**config.mk**
```make
export PLATFORM = sky130hd
export DESIGN_NAME = spi_regfile_slave
export DESIGN_NICKNAME = d
export VERILOG_FILES = /design/src/rtl/spirf_pkg.sv /design/src/rtl/spirf_sync.sv /design/src/rtl/spirf_frame.sv /design/src/rtl/spirf_regbank.sv /design/src/rtl/spirf_drdy.sv /design/src/rtl/spi_regfile_slave.sv
export SDC_FILE = /design/constraint.sdc
export NUM_CORES = 1
export LEC_CHECK = 0
export BUFFER_PORTS_ARGS = -buffer_cell sky130_fd_sc_hd__buf_2
export CAP_MARGIN = 10
export CELL_PAD_IN_SITES_DETAIL_PLACEMENT = 1
export CELL_PAD_IN_SITES_GLOBAL_PLACEMENT = 1
export CORE_ASPECT_RATIO = 2
export CORE_MARGIN = 3
export CORE_UTILIZATION = 30
export CTS_CLUSTER_SIZE = 20
export DETAILED_ROUTE_END_ITERATION = 8
export PLACE_DENSITY = 0.6
export SLEW_MARGIN = 30
export SYNTH_ARGS = -nofsm -noshare
export SYNTH_HDL_FRONTEND = slang
export SYNTH_SLANG_ARGS = --single-unit
```
**constraint.sdc**
```tcl
create_clock -name clk -period 6.1 [get_ports clk]
set_clock_uncertainty 0.15 [all_clocks]
set_input_delay 0.61 -clock clk [delete_from_list [all_inputs] [get_ports clk]]
set_output_delay 0.61 -clock clk [all_outputs]
set_load 0.01 [all_outputs]
```
**src/rtl/spirf_pkg.sv**
```systemverilog
package spirf_pkg;
  localparam int ADDR_W  = 7;
  localparam int MODE_W  = 8;
  localparam int OFFS_W  = 16;
  localparam int PHASE_W = 24;

  localparam logic [ADDR_W-1:0] A_RESULT = 7'h00;
  localparam logic [ADDR_W-1:0] A_MODE   = 7'h01;
  localparam logic [ADDR_W-1:0] A_OFFSET = 7'h02;
  localparam logic [ADDR_W-1:0] A_PHASE  = 7'h03;

  // Serial pin bundle positions inside the synchronizer vector
  typedef struct packed {
    logic cs_n;
    logic sclk;
    logic din;
  } pins_t;
endpackage

```
**src/rtl/spirf_sync.sv**
```systemverilog
module spirf_sync #(
  parameter int STAGES = 2,
  parameter int W = 3,
  parameter logic [W-1:0] INIT = '0
) (
  input  logic         clk,
  input  logic         rst_n,
  input  logic [W-1:0] d,
  output logic [W-1:0] q
);
  logic [W-1:0] stg [STAGES];

  for (genvar i = 0; i < STAGES; i++) begin : g_stage
    always_ff @(posedge clk or negedge rst_n) begin
      if (!rst_n)       stg[i] <= INIT;
      else if (i == 0)  stg[i] <= d;
      else              stg[i] <= stg[(i == 0) ? 0 : i-1];
    end
  end

  assign q = stg[STAGES-1];
endmodule

```
**src/rtl/spirf_frame.sv**
```systemverilog
module spirf_frame #(
  parameter int RES_W  = 96,
  parameter int ADDR_W = 7,
  localparam int RES_BYTES = RES_W / 8,
  localparam int LEN_W = $clog2(RES_BYTES + 1),
  localparam int CNT_W = $clog2(8 * RES_BYTES + 9)
) (
  input  logic              clk,
  input  logic              rst_n,
  input  logic              cs_s,
  input  logic              sclk_s,
  input  logic              din_s,
  output logic [ADDR_W-1:0] look_addr,
  input  logic [RES_W-1:0]  rd_data,
  input  logic [LEN_W-1:0]  rd_len,
  output logic [ADDR_W-1:0] frm_addr,
  output logic              wr_en,
  output logic [RES_W-1:0]  wr_data,
  output logic              rd_fin,
  output logic              dout,
  output logic              dout_oe
);
  logic              sclk_d, fall, rise, in_cmd;
  logic [CNT_W-1:0]  bit_cnt, total;
  logic              rw_q, done_q, wr_q, rdfin_q, dout_q, oe_q;
  logic [ADDR_W-1:0] addr_q;
  logic [LEN_W-1:0]  len_q;
  logic [RES_W-1:0]  in_sh, out_sh;

  assign fall      = sclk_d & ~sclk_s;
  assign rise      = ~sclk_d & sclk_s;
  assign in_cmd    = bit_cnt < CNT_W'(8);
  assign total     = CNT_W'(8) + CNT_W'({len_q, 3'b000});
  assign look_addr = {in_sh[ADDR_W-2:0], din_s};

  always_ff @(posedge clk or negedge rst_n) begin
    if (!rst_n) begin
      sclk_d  <= 1'b1;
      bit_cnt <= '0;
      rw_q    <= 1'b0;
      addr_q  <= '0;
      len_q   <= '0;
      in_sh   <= '0;
      out_sh  <= '0;
      dout_q  <= 1'b0;
      done_q  <= 1'b0;
      wr_q    <= 1'b0;
      rdfin_q <= 1'b0;
      oe_q    <= 1'b0;
    end else begin
      sclk_d  <= sclk_s;
      wr_q    <= 1'b0;
      rdfin_q <= 1'b0;
      oe_q    <= ~cs_s;
      if (cs_s) begin
        bit_cnt <= '0;
        done_q  <= 1'b0;
        dout_q  <= 1'b0;
      end else if (fall && (in_cmd || bit_cnt < total)) begin
        in_sh   <= {in_sh[RES_W-2:0], din_s};
        bit_cnt <= bit_cnt + CNT_W'(1);
        if (bit_cnt == CNT_W'(7)) begin
          rw_q   <= in_sh[ADDR_W-1];
          addr_q <= look_addr;
          len_q  <= rd_len;
          out_sh <= rd_data;
        end
      end else if (rise && !in_cmd && !done_q) begin
        if (bit_cnt < total) begin
          dout_q <= out_sh[RES_W-1];
          out_sh <= {out_sh[RES_W-2:0], 1'b0};
        end else begin
          done_q  <= 1'b1;
          wr_q    <= ~rw_q;
          rdfin_q <= rw_q;
        end
      end
    end
  end

  assign frm_addr = addr_q;
  assign wr_en    = wr_q;
  assign wr_data  = in_sh;
  assign rd_fin   = rdfin_q;
  assign dout     = dout_q;
  assign dout_oe  = oe_q;

  // output bit never moves on a falling edge
  assert_dout_hold_fall_R2: assert property (@(posedge clk) disable iff (!rst_n)
    (fall && !cs_s) |=> $stable(dout_q));
  // deselected interface releases the output
  assert_hiz_idle_R3: assert property (@(posedge clk) disable iff (!rst_n)
    cs_s |=> !dout_oe);
  // at most one commit per frame
  assert_single_commit_R5: assert property (@(posedge clk) disable iff (!rst_n)
    wr_q |=> !wr_q);
endmodule

```
**src/rtl/spirf_regbank.sv**
```systemverilog
module spirf_regbank
  import spirf_pkg::*;
#(
  parameter int CH_N = 4,
  parameter int CH_W = 24,
  localparam int RES_W = CH_N * CH_W,
  localparam int RES_BYTES = RES_W / 8,
  localparam int LEN_W = $clog2(RES_BYTES + 1)
) (
  input  logic               clk,
  input  logic               rst_n,
  input  logic [ADDR_W-1:0]  look_addr,
  output logic [RES_W-1:0]   rd_data,
  output logic [LEN_W-1:0]   rd_len,
  input  logic               wr_en,
  input  logic [ADDR_W-1:0]  wr_addr,
  input  logic [RES_W-1:0]   wr_data,
  input  logic               conv_valid,
  input  logic [RES_W-1:0]   conv_data,
  output logic [MODE_W-1:0]  cfg_mode,
  output logic [OFFS_W-1:0]  cfg_offset,
  output logic [PHASE_W-1:0] cfg_phase
);
  logic [RES_W-1:0]   res_q;
  logic [MODE_W-1:0]  mode_q;
  logic [OFFS_W-1:0]  offs_q;
  logic [PHASE_W-1:0] phase_q;

  always_comb begin
    rd_data = '0;
    rd_len  = LEN_W'(1);
    case (look_addr)
      A_RESULT: begin rd_data = res_q; rd_len = LEN_W'(RES_BYTES); end
      A_MODE:   begin rd_data = {mode_q,  {(RES_W-MODE_W){1'b0}}};  rd_len = LEN_W'(MODE_W/8);  end
      A_OFFSET: begin rd_data = {offs_q,  {(RES_W-OFFS_W){1'b0}}};  rd_len = LEN_W'(OFFS_W/8);  end
      A_PHASE:  begin rd_data = {phase_q, {(RES_W-PHASE_W){1'b0}}}; rd_len = LEN_W'(PHASE_W/8); end
      default:  ;
    endcase
  end

  always_ff @(posedge clk or negedge rst_n) begin
    if (!rst_n) begin
      res_q   <= '0;
      mode_q  <= '0;
      offs_q  <= '0;
      phase_q <= '0;
    end else begin
      if (conv_valid) res_q <= conv_data;
      if (wr_en) begin
        case (wr_addr)
          A_MODE:   mode_q  <= wr_data[MODE_W-1:0];
          A_OFFSET: offs_q  <= wr_data[OFFS_W-1:0];
          A_PHASE:  phase_q <= wr_data[PHASE_W-1:0];
          default:  ;
        endcase
      end
    end
  end

  assign cfg_mode   = mode_q;
  assign cfg_offset = offs_q;
  assign cfg_phase  = phase_q;

  // serial writes never reach the result register
  assert_result_ro_R6: assert property (@(posedge clk) disable iff (!rst_n)
    (wr_en && wr_addr == A_RESULT && !conv_valid) |=> $stable(res_q));
  // writes outside the map leave configuration untouched
  assert_unmapped_wr_R8: assert property (@(posedge clk) disable iff (!rst_n)
    (wr_en && wr_addr != A_MODE && wr_addr != A_OFFSET && wr_addr != A_PHASE)
    |=> ($stable(mode_q) && $stable(offs_q) && $stable(phase_q)));
endmodule

```
**src/rtl/spirf_drdy.sv**
```systemverilog
module spirf_drdy (
  input  logic clk,
  input  logic rst_n,
  input  logic drdy_in,
  input  logic conv_valid,
  input  logic res_read,
  output logic drdy_out
);
  logic drdy_q, pend_q;

  always_ff @(posedge clk or negedge rst_n) begin
    if (!rst_n) begin
      drdy_q <= 1'b1;
      pend_q <= 1'b0;
    end else if (drdy_in) begin
      drdy_q <= 1'b1;
      pend_q <= 1'b0;
    end else if (conv_valid) begin
      if (!drdy_q) begin
        drdy_q <= 1'b1;
        pend_q <= 1'b1;
      end else begin
        drdy_q <= 1'b0;
      end
    end else if (pend_q) begin
      drdy_q <= 1'b0;
      pend_q <= 1'b0;
    end else if (res_read) begin
      drdy_q <= 1'b1;
    end
  end

  assign drdy_out = drdy_q;

  // a new result pulls the flag low
  assert_flag_fall_R9: assert property (@(posedge clk) disable iff (!rst_n)
    (!drdy_in && conv_valid && drdy_q) |=> !drdy_q);
  // completed result read clears the flag
  assert_read_clear_R10: assert property (@(posedge clk) disable iff (!rst_n)
    (res_read && !conv_valid && !pend_q && !drdy_in) |=> drdy_q);
  // re-arm pulse is a single cycle high followed by low
  assert_rearm_pulse_R11: assert property (@(posedge clk) disable iff (!rst_n)
    (!drdy_in && conv_valid && !drdy_q) |=> (drdy_q ##1 (drdy_in || !drdy_q)));
  // gated while the input is high
  assert_gate_R12: assert property (@(posedge clk) disable iff (!rst_n)
    drdy_in |=> drdy_q);
endmodule

```
**src/rtl/spi_regfile_slave.sv**
```systemverilog
module spi_regfile_slave
  import spirf_pkg::*;
#(
  parameter int CH_N = 4,
  parameter int CH_W = 24,
  parameter int SYNC_STAGES = 2,
  localparam int RES_W = CH_N * CH_W,
  localparam int RES_BYTES = RES_W / 8,
  localparam int LEN_W = $clog2(RES_BYTES + 1)
) (
  input  logic               clk,
  input  logic               rst_n,
  input  logic               cs_n,
  input  logic               sclk,
  input  logic               din,
  output logic               dout,
  output logic               dout_oe,
  input  logic               drdy_in,
  output logic               drdy_out,
  input  logic               conv_valid,
  input  logic [RES_W-1:0]   conv_data,
  output logic [MODE_W-1:0]  cfg_mode,
  output logic [OFFS_W-1:0]  cfg_offset,
  output logic [PHASE_W-1:0] cfg_phase
);
  pins_t pins_raw, pins_s;
  logic [ADDR_W-1:0] look_addr, frm_addr;
  logic [RES_W-1:0]  rd_data, wr_data;
  logic [LEN_W-1:0]  rd_len;
  logic              wr_en, rd_fin, res_read;

  assign pins_raw = '{cs_n: cs_n, sclk: sclk, din: din};

  spirf_sync #(.STAGES(SYNC_STAGES), .W($bits(pins_t)), .INIT(3'b110)) u_sync (
    .clk(clk), .rst_n(rst_n), .d(pins_raw), .q(pins_s)
  );

  spirf_frame #(.RES_W(RES_W), .ADDR_W(ADDR_W)) u_frame (
    .clk(clk), .rst_n(rst_n),
    .cs_s(pins_s.cs_n), .sclk_s(pins_s.sclk), .din_s(pins_s.din),
    .look_addr(look_addr), .rd_data(rd_data), .rd_len(rd_len),
    .frm_addr(frm_addr), .wr_en(wr_en), .wr_data(wr_data),
    .rd_fin(rd_fin), .dout(dout), .dout_oe(dout_oe)
  );

  spirf_regbank #(.CH_N(CH_N), .CH_W(CH_W)) u_bank (
    .clk(clk), .rst_n(rst_n),
    .look_addr(look_addr), .rd_data(rd_data), .rd_len(rd_len),
    .wr_en(wr_en), .wr_addr(frm_addr), .wr_data(wr_data),
    .conv_valid(conv_valid), .conv_data(conv_data),
    .cfg_mode(cfg_mode), .cfg_offset(cfg_offset), .cfg_phase(cfg_phase)
  );

  assign res_read = rd_fin && (frm_addr == A_RESULT);

  spirf_drdy u_drdy (
    .clk(clk), .rst_n(rst_n), .drdy_in(drdy_in),
    .conv_valid(conv_valid), .res_read(res_read), .drdy_out(drdy_out)
  );
endmodule

```
# --- Yosys cells after proc, flatten, opt, wreduce, memory -nomap -nowiden ---
# Cells that the tools add are included.
classes:
  n_addsub: 2
  magnitude_cmp: 2
  n_eq_ne: 11
  mux: 32
  bitwise_logic: 6
  reduce_logical: 23
op_table:
  columns: ["cell", "n"]
  rows:
  - ["$mux 96", 4]
  - ["$pmux 96 s4", 1]
  - ["$eq 7x2->1 const B", 4]
  - ["$mux 1", 24]
  - ["$eq 7x1->1 const B", 2]
  - ["$logic_not 7->1", 2]
  - ["$mux 7", 2]
  - ["$pmux 4 s3", 1]
  - ["$reduce_bool 2->1", 5]
  - ["$reduce_and 3->1", 3]
  - ["$reduce_and 2->1", 4]
  - ["$add 4x7->7 const A", 1]
  - ["$add 7x1->7 const B", 1]
  - ["$eq 7x3->1 const B", 1]
  - ["$lt 7x4->1 const B", 1]
  - ["$lt 7x7->1", 1]
  - ["$ne 2x2->1 const B", 3]
  - ["$logic_and 1x1->1", 4]
  - ["$not 1->1", 4]
  - ["$reduce_and 4->1", 1]
  - ["$reduce_bool 4->1", 1]
  - ["$ne 3x3->1 const B", 1]
  - ["$and 1x1->1", 2]
  - ["$logic_not 1->1", 2]
  - ["$logic_or 1x1->1", 1]
totals:
  reg_bits: 297
  input_bits: 103
  output_inout_bits: 51
  elab_cells: 96

# --- Depth between registers and ports, before layout ---
logic_depth:
  ltp_word: 7
  mapped_depth: 11
  ltp_nobuf: 8

# --- Modules after synthesis ---
# A second synthesis with hierarchy kept.
hier_totals:
  hier_cells: 1219
  hier_area_um2: 15960.3
modules_own_cells:
  columns: ["mod", "instances", "cells_per_inst", "area_each_um2"]
  rows:
  - ["spirf_frame", 1, 726, 9195.1]
  - ["spirf_regbank", 1, 473, 6481.2]
  - ["spirf_sync", 1, 9, 177.7]
  - ["spirf_drdy", 1, 8, 86.3]
  - ["spi_regfile_slave", 1, 3, 20.0]

# --- Worst setup path after synthesis ---
# Ideal clock, no wire load.
synth_path:
  kind: "reg-to-reg"
  startpoint: "register u_frame.len_q[0]"
  endpoint: "register u_frame.in_sh[10], in the netlist u_frame.wr_data[10]"
  setup_time_ns: 0.125
  t_arrival_ns: 2.537
  slack_ns: 3.289
  path_stages_with_launch: 10
  path_buffers: 2
  synth_period_minus_slack_ns: 2.811
  cell_sequence: "dfrtp_1 ha_1 xnor2_1 ha_1 o211ai_1 o21ai_1 a211o_1 clkbuf_1 clkbuf_1 mux2_2"
synth_via:
  elab_chain_cells: 5
synth_rtl:
  columns: ["item", "line", "rtl"]
  rows:
  - ["from (decl)", "spirf_frame.sv:27", "logic [LEN_W-1:0] len_q;"]
  - ["from (signal assigned)", "spirf_frame.sv:65", "len_q <= rd_len;"]
  - ["$add 4x7->7", "spirf_frame.sv:33", "assign total = CNT_W'(8) + CNT_W'({len_q, 3'b000});"]
  - ["$lt 7x7->1", "spirf_frame.sv:59", "end else if (fall && (in_cmd || bit_cnt < total)) begin"]
  - ["$logic_or 1x1->1", "spirf_frame.sv:59", null]
  - ["$logic_and 1x1->1", "spirf_frame.sv:59", null]
  - ["$reduce_and 2->1 (no source line)", null, null]
  - ["to (signal assigned)", "spirf_frame.sv:60", "in_sh <= {in_sh[RES_W-2:0], din_s};"]
  - ["to (decl)", "spirf_frame.sv:28", "logic [RES_W-1:0] in_sh, out_sh;"]
# No other way between the ends.
# A chain may end at the register's enable or synchronous reset.

# --- Final worst setup path ---
layout_path:
  startpoint: "register u_sync.stg, in the netlist u_sync.q[1]"
  endpoint: "register u_frame.out_sh[10]"
layout_via:
  elab_chain_cells: 5
  elab_cells_between_ends: 11
layout_rtl:
  columns: ["item", "line", "rtl"]
  rows:
  - ["from (decl)", "spirf_sync.sv:11", "logic [W-1:0] stg [STAGES];"]
  - ["from (signal, indexed assignment)", "spirf_sync.sv:17", "else stg[i] <= stg[(i == 0) ? 0 : i-1];"]
  - ["$not 1->1 / $and 1x1->1 (equally long branches)", "spirf_frame.sv:30, spirf_frame.sv:31", null]
  - ["$and 1x1->1 / $logic_and 1x1->1 (equally long branches)", "spirf_frame.sv:30, spirf_frame.sv:68", null]
  - ["$logic_and 1x1->1 (on tied branches)", "spirf_frame.sv:59, spirf_frame.sv:68", null]
  - ["$ne 2x2->1 (no source line) / $reduce_bool 2->1 (equally long branches)", null, null]
  - ["$reduce_and 4->1 (no source line)", null, null]
  - ["to (signal assigned)", "spirf_frame.sv:66", "out_sh <= rd_data;"]
  - ["to (signal assigned)", "spirf_frame.sv:71", "out_sh <= {out_sh[RES_W-2:0], 1'b0};"]
  - ["to (decl)", "spirf_frame.sv:28", null]
# Several ways; a longest one is shown, not always the timed one.

==> metrics.txt <==
crit path max-delay cell type=o21a_4; most instantiated cells after synthesis=dfrtp_1, mux2_2, nor2_1; VDD IR max=220 µV; final wirelength=33.7 mm; Sw Share=0.255; Worst setup SP type=flop; status=finished clean; row cnt=108; RSZ-0062 raised after global routing=false; Clock transition at path regs=0.07 ns; crit path cell chain=nand2b_1 > or2_1 > o21a_4 > buf_12 > mux2_2 > mux2_2; clk sinks=296; DRC violations left=0; cell family with most CP delay=simple AND/OR/NAND/NOR gates; Pwr Density=295 nW/µm²; switching power=1.19 mW; vias in the first global route=9687; synthesis-to-layout area growth=19.1%; H-tree lvl count=1; synth unique cells=43; max incr delay on CP=0.58 ns; Worst Path Required=6.39 ns; Crit Path Max Fanout=62; first-pass GRT wire length=53.8 mm; core area=43600 µm²; pin count of the biggest net entering global routing=121; Final setup violation count=0; Initial Utilization=0.305; share of cells above drive strength 1=0.416; Main synth FF type=dfrtp_1; clk buf depth=3; cell taking the most area after synthesis=dfrtp_1; I/O pin cnt=154; sequential cell area=7410 µm²; CTS tree=done; Seq/Total Area, Yosys=0.557; CTS root buf=clkbuf_16; via count=8598; die area=47100 µm²; n_diodes=0; Clock power frac=0.448; GR Overflow Total=0; placed inst area=14700 µm²; Port Buffer Count=153; cts bufs inserted=30; DP HPWL=23.1 mm; crit path buf inv count=1; height of the die=304 µm; TritonRoute pass-1 iters=4; FILL cells=4754; most numerous cell in the Yosys netlist=dfrtp_1; Synth area leaders=dfrtp_1, mux2_2, nor2_1; Hold Violations, Final=0; arrival time at the worst endpoint=3.77 ns; clock period minus worst slack=3.49 ns; EDFF count, synth=0; FF+latch count, synth=296; design area=15900 µm²; Synth Cell Area=13300 µm²; gate count after technology mapping=1100; antenna viol nets, final=0; Slew Limit Fails=0; sequential share of power=0.458; ys async rst share=1.00; critical path endpoint category=flop; Leak=7.94 nW; Synth top area share=0.545; DRT iter0 DRCs=363; Clock Latency Late Sink=0.57 ns; synthesized net count=1208; Post-CTS Resized=0; cell repeated most along the worst path=mux2_2; Ys Warns=0; footprint of the multi-input gates=5320 µm²; die width=155 µm; vias per inst=4.75; Worst Hold Class=in2reg; drt wl/cell=18.6 µm; worst slew pin tran=0.948 ns; setup TNS=0 ns; Tot GR Track Use=0.142; period utilization=0.572; syn_area_per_cell=12.1 µm²; GPL Wtd Cong=0.739; Pint=3.49 mW; nets=1343; combinational share of power=0.094; initial antenna violation count=0; Max Freq=0.287 GHz; Max-Cap Viols=0; max_slew headroom=0.365; worst setup path class=reg2reg
[metrics by stage]
step	cells	setup slack (ns)	total power, mW	hold WS [ns]	utilization
final	1809	2.61	4.69	0.110	0.364
after global routing	1809	2.42	4.91	0.0777	0.364
after CTS	1808	2.56	4.79	0.0626	0.363
after detailed placement	1748	2.59	2.64	0.198	0.336
after global placement	1746	2.31	2.63	0.184	0.335
after floorplan	1100	3.29	2.40	0.164	-
[flip-flops by register name, indices dropped and copies added (netlist names), 3 cells and up]
| register | count |
|---|---|
| u_bank.res_q | 96 |
| u_frame.out_sh | 96 |
| u_bank.cfg_phase | 24 |
| u_frame.wr_data | 24 |
| u_bank.cfg_offset | 16 |
| u_bank.cfg_mode | 8 |
| u_frame.bit_cnt | 7 |
| u_frame.frm_addr | 7 |
| u_frame.len_q | 3 |
| u_sync.q | 3 |
| u_sync.stg | 3 |
[worst register-to-register path, delay by kind of cell, from the launching register on]
kind                   cells  cell delay [ns]
buffers and inverters      1             0.40
multiplexers               2             0.70
AO/OA/AOI/OAI              1             0.58
AND/OR/NAND/NOR            2             0.98
flip-flops                 1             0.55
[worst paths after layout]
| kind | cells after the start | startpoint | to | slack, ns |
|---|---|---|---|---|
| worst max-delay path | 6 | u_sync.q[1] | u_frame.out_sh[10] | 2.61 |
| worst min register to register | 0 | u_sync.stg[5] | u_sync.q[2] | 0.21 |
| min in group asynchronous | 2 | rst_n | u_bank.res_q[85] | 0.36 |
| worst max register to register | 6 | u_sync.q[1] | u_frame.out_sh[10] | 2.61 |
| max in group asynchronous | 4 | rst_n | u_bank.res_q[80] | 3.96 |
| worst min-delay path | 3 | conv_data[44] | u_bank.res_q[44] | 0.11 |
[logic make-up after synthesis]
logic type                 count (synthesis)  synth area share
DFF                                      296             0.557
xor gates and xnor gates                   7           0.00460
muxes                                    302             0.266
AOI/OAI and AO/OA                        126            0.0549
adders and majority gates                  5           0.00470
and+or+nand+nor                          215            0.0666
buffers and inverters                    149            0.0462
[timing repair]
item	CTS	global route
hold endpoints to repair	26	0
hold buffers	4	0
buffers inserted	0	0
[layer usage]
metal / track usage / up-vias / wire length, µm
met4: 0.0524 / 0 / 1180
met5: 0 / - / 0
li1: - / 4006 / -
met2: 0.272 / 162 / 18600
met3: 0.0221 / 52 / 1330
met1: 0.153 / 4378 / 12500
[cell usage in the layout (no fill, tap or decap), types with 3 or more instances in the layout]
master	netlist	final
dlygate4sd3_1	0	4
bufinv_16	0	6
and3_1	8	8
buf_12	0	3
xnor2_1	6	6
nand3_1	4	3
nand2_1	81	81
a21oi_1	12	12
a22oi_1	8	8
clkinv_2	0	5
inv_1	80	80
a2111oi_0	3	3
mux2_4	18	18
nand4_1	3	3
mux2i_1	10	10
or4_1	3	3
mux2_2	266	266
o21ai_0	76	76
dfstp_2	6	6
buf_2	18	151
clkbuf_16	0	31
ha_1	5	5
nor2_1	103	103
buf_4	1	10
o211ai_1	9	9
dfrtp_1	290	290
clkbuf_8	0	8
o31ai_1	10	10
mux4_2	8	8
[power groups by stage]
stage	registers (mW)	clock network [mW]	logic, mW
2_1_floorplan	2.12	0	0.275
3_3_place_gp	2.18	0	0.444
3_5_place_dp	2.19	0	0.452
4_1_cts	2.15	2.19	0.456
5_1_grt	2.15	2.26	0.501
6_report	2.15	2.10	0.443
[cell type report]
cell class	count	area share
Sequential cell	296	0.467
Clock inverter	15	0.0151
Clock buffer	41	0.0563
Tap cell	550	0.0434
Inverter	80	0.0189
Multi-Input combinational cell	655	0.335
Timing Repair Buffer	172	0.0638
No activity file was read; power rests on OpenSTA's default activity.
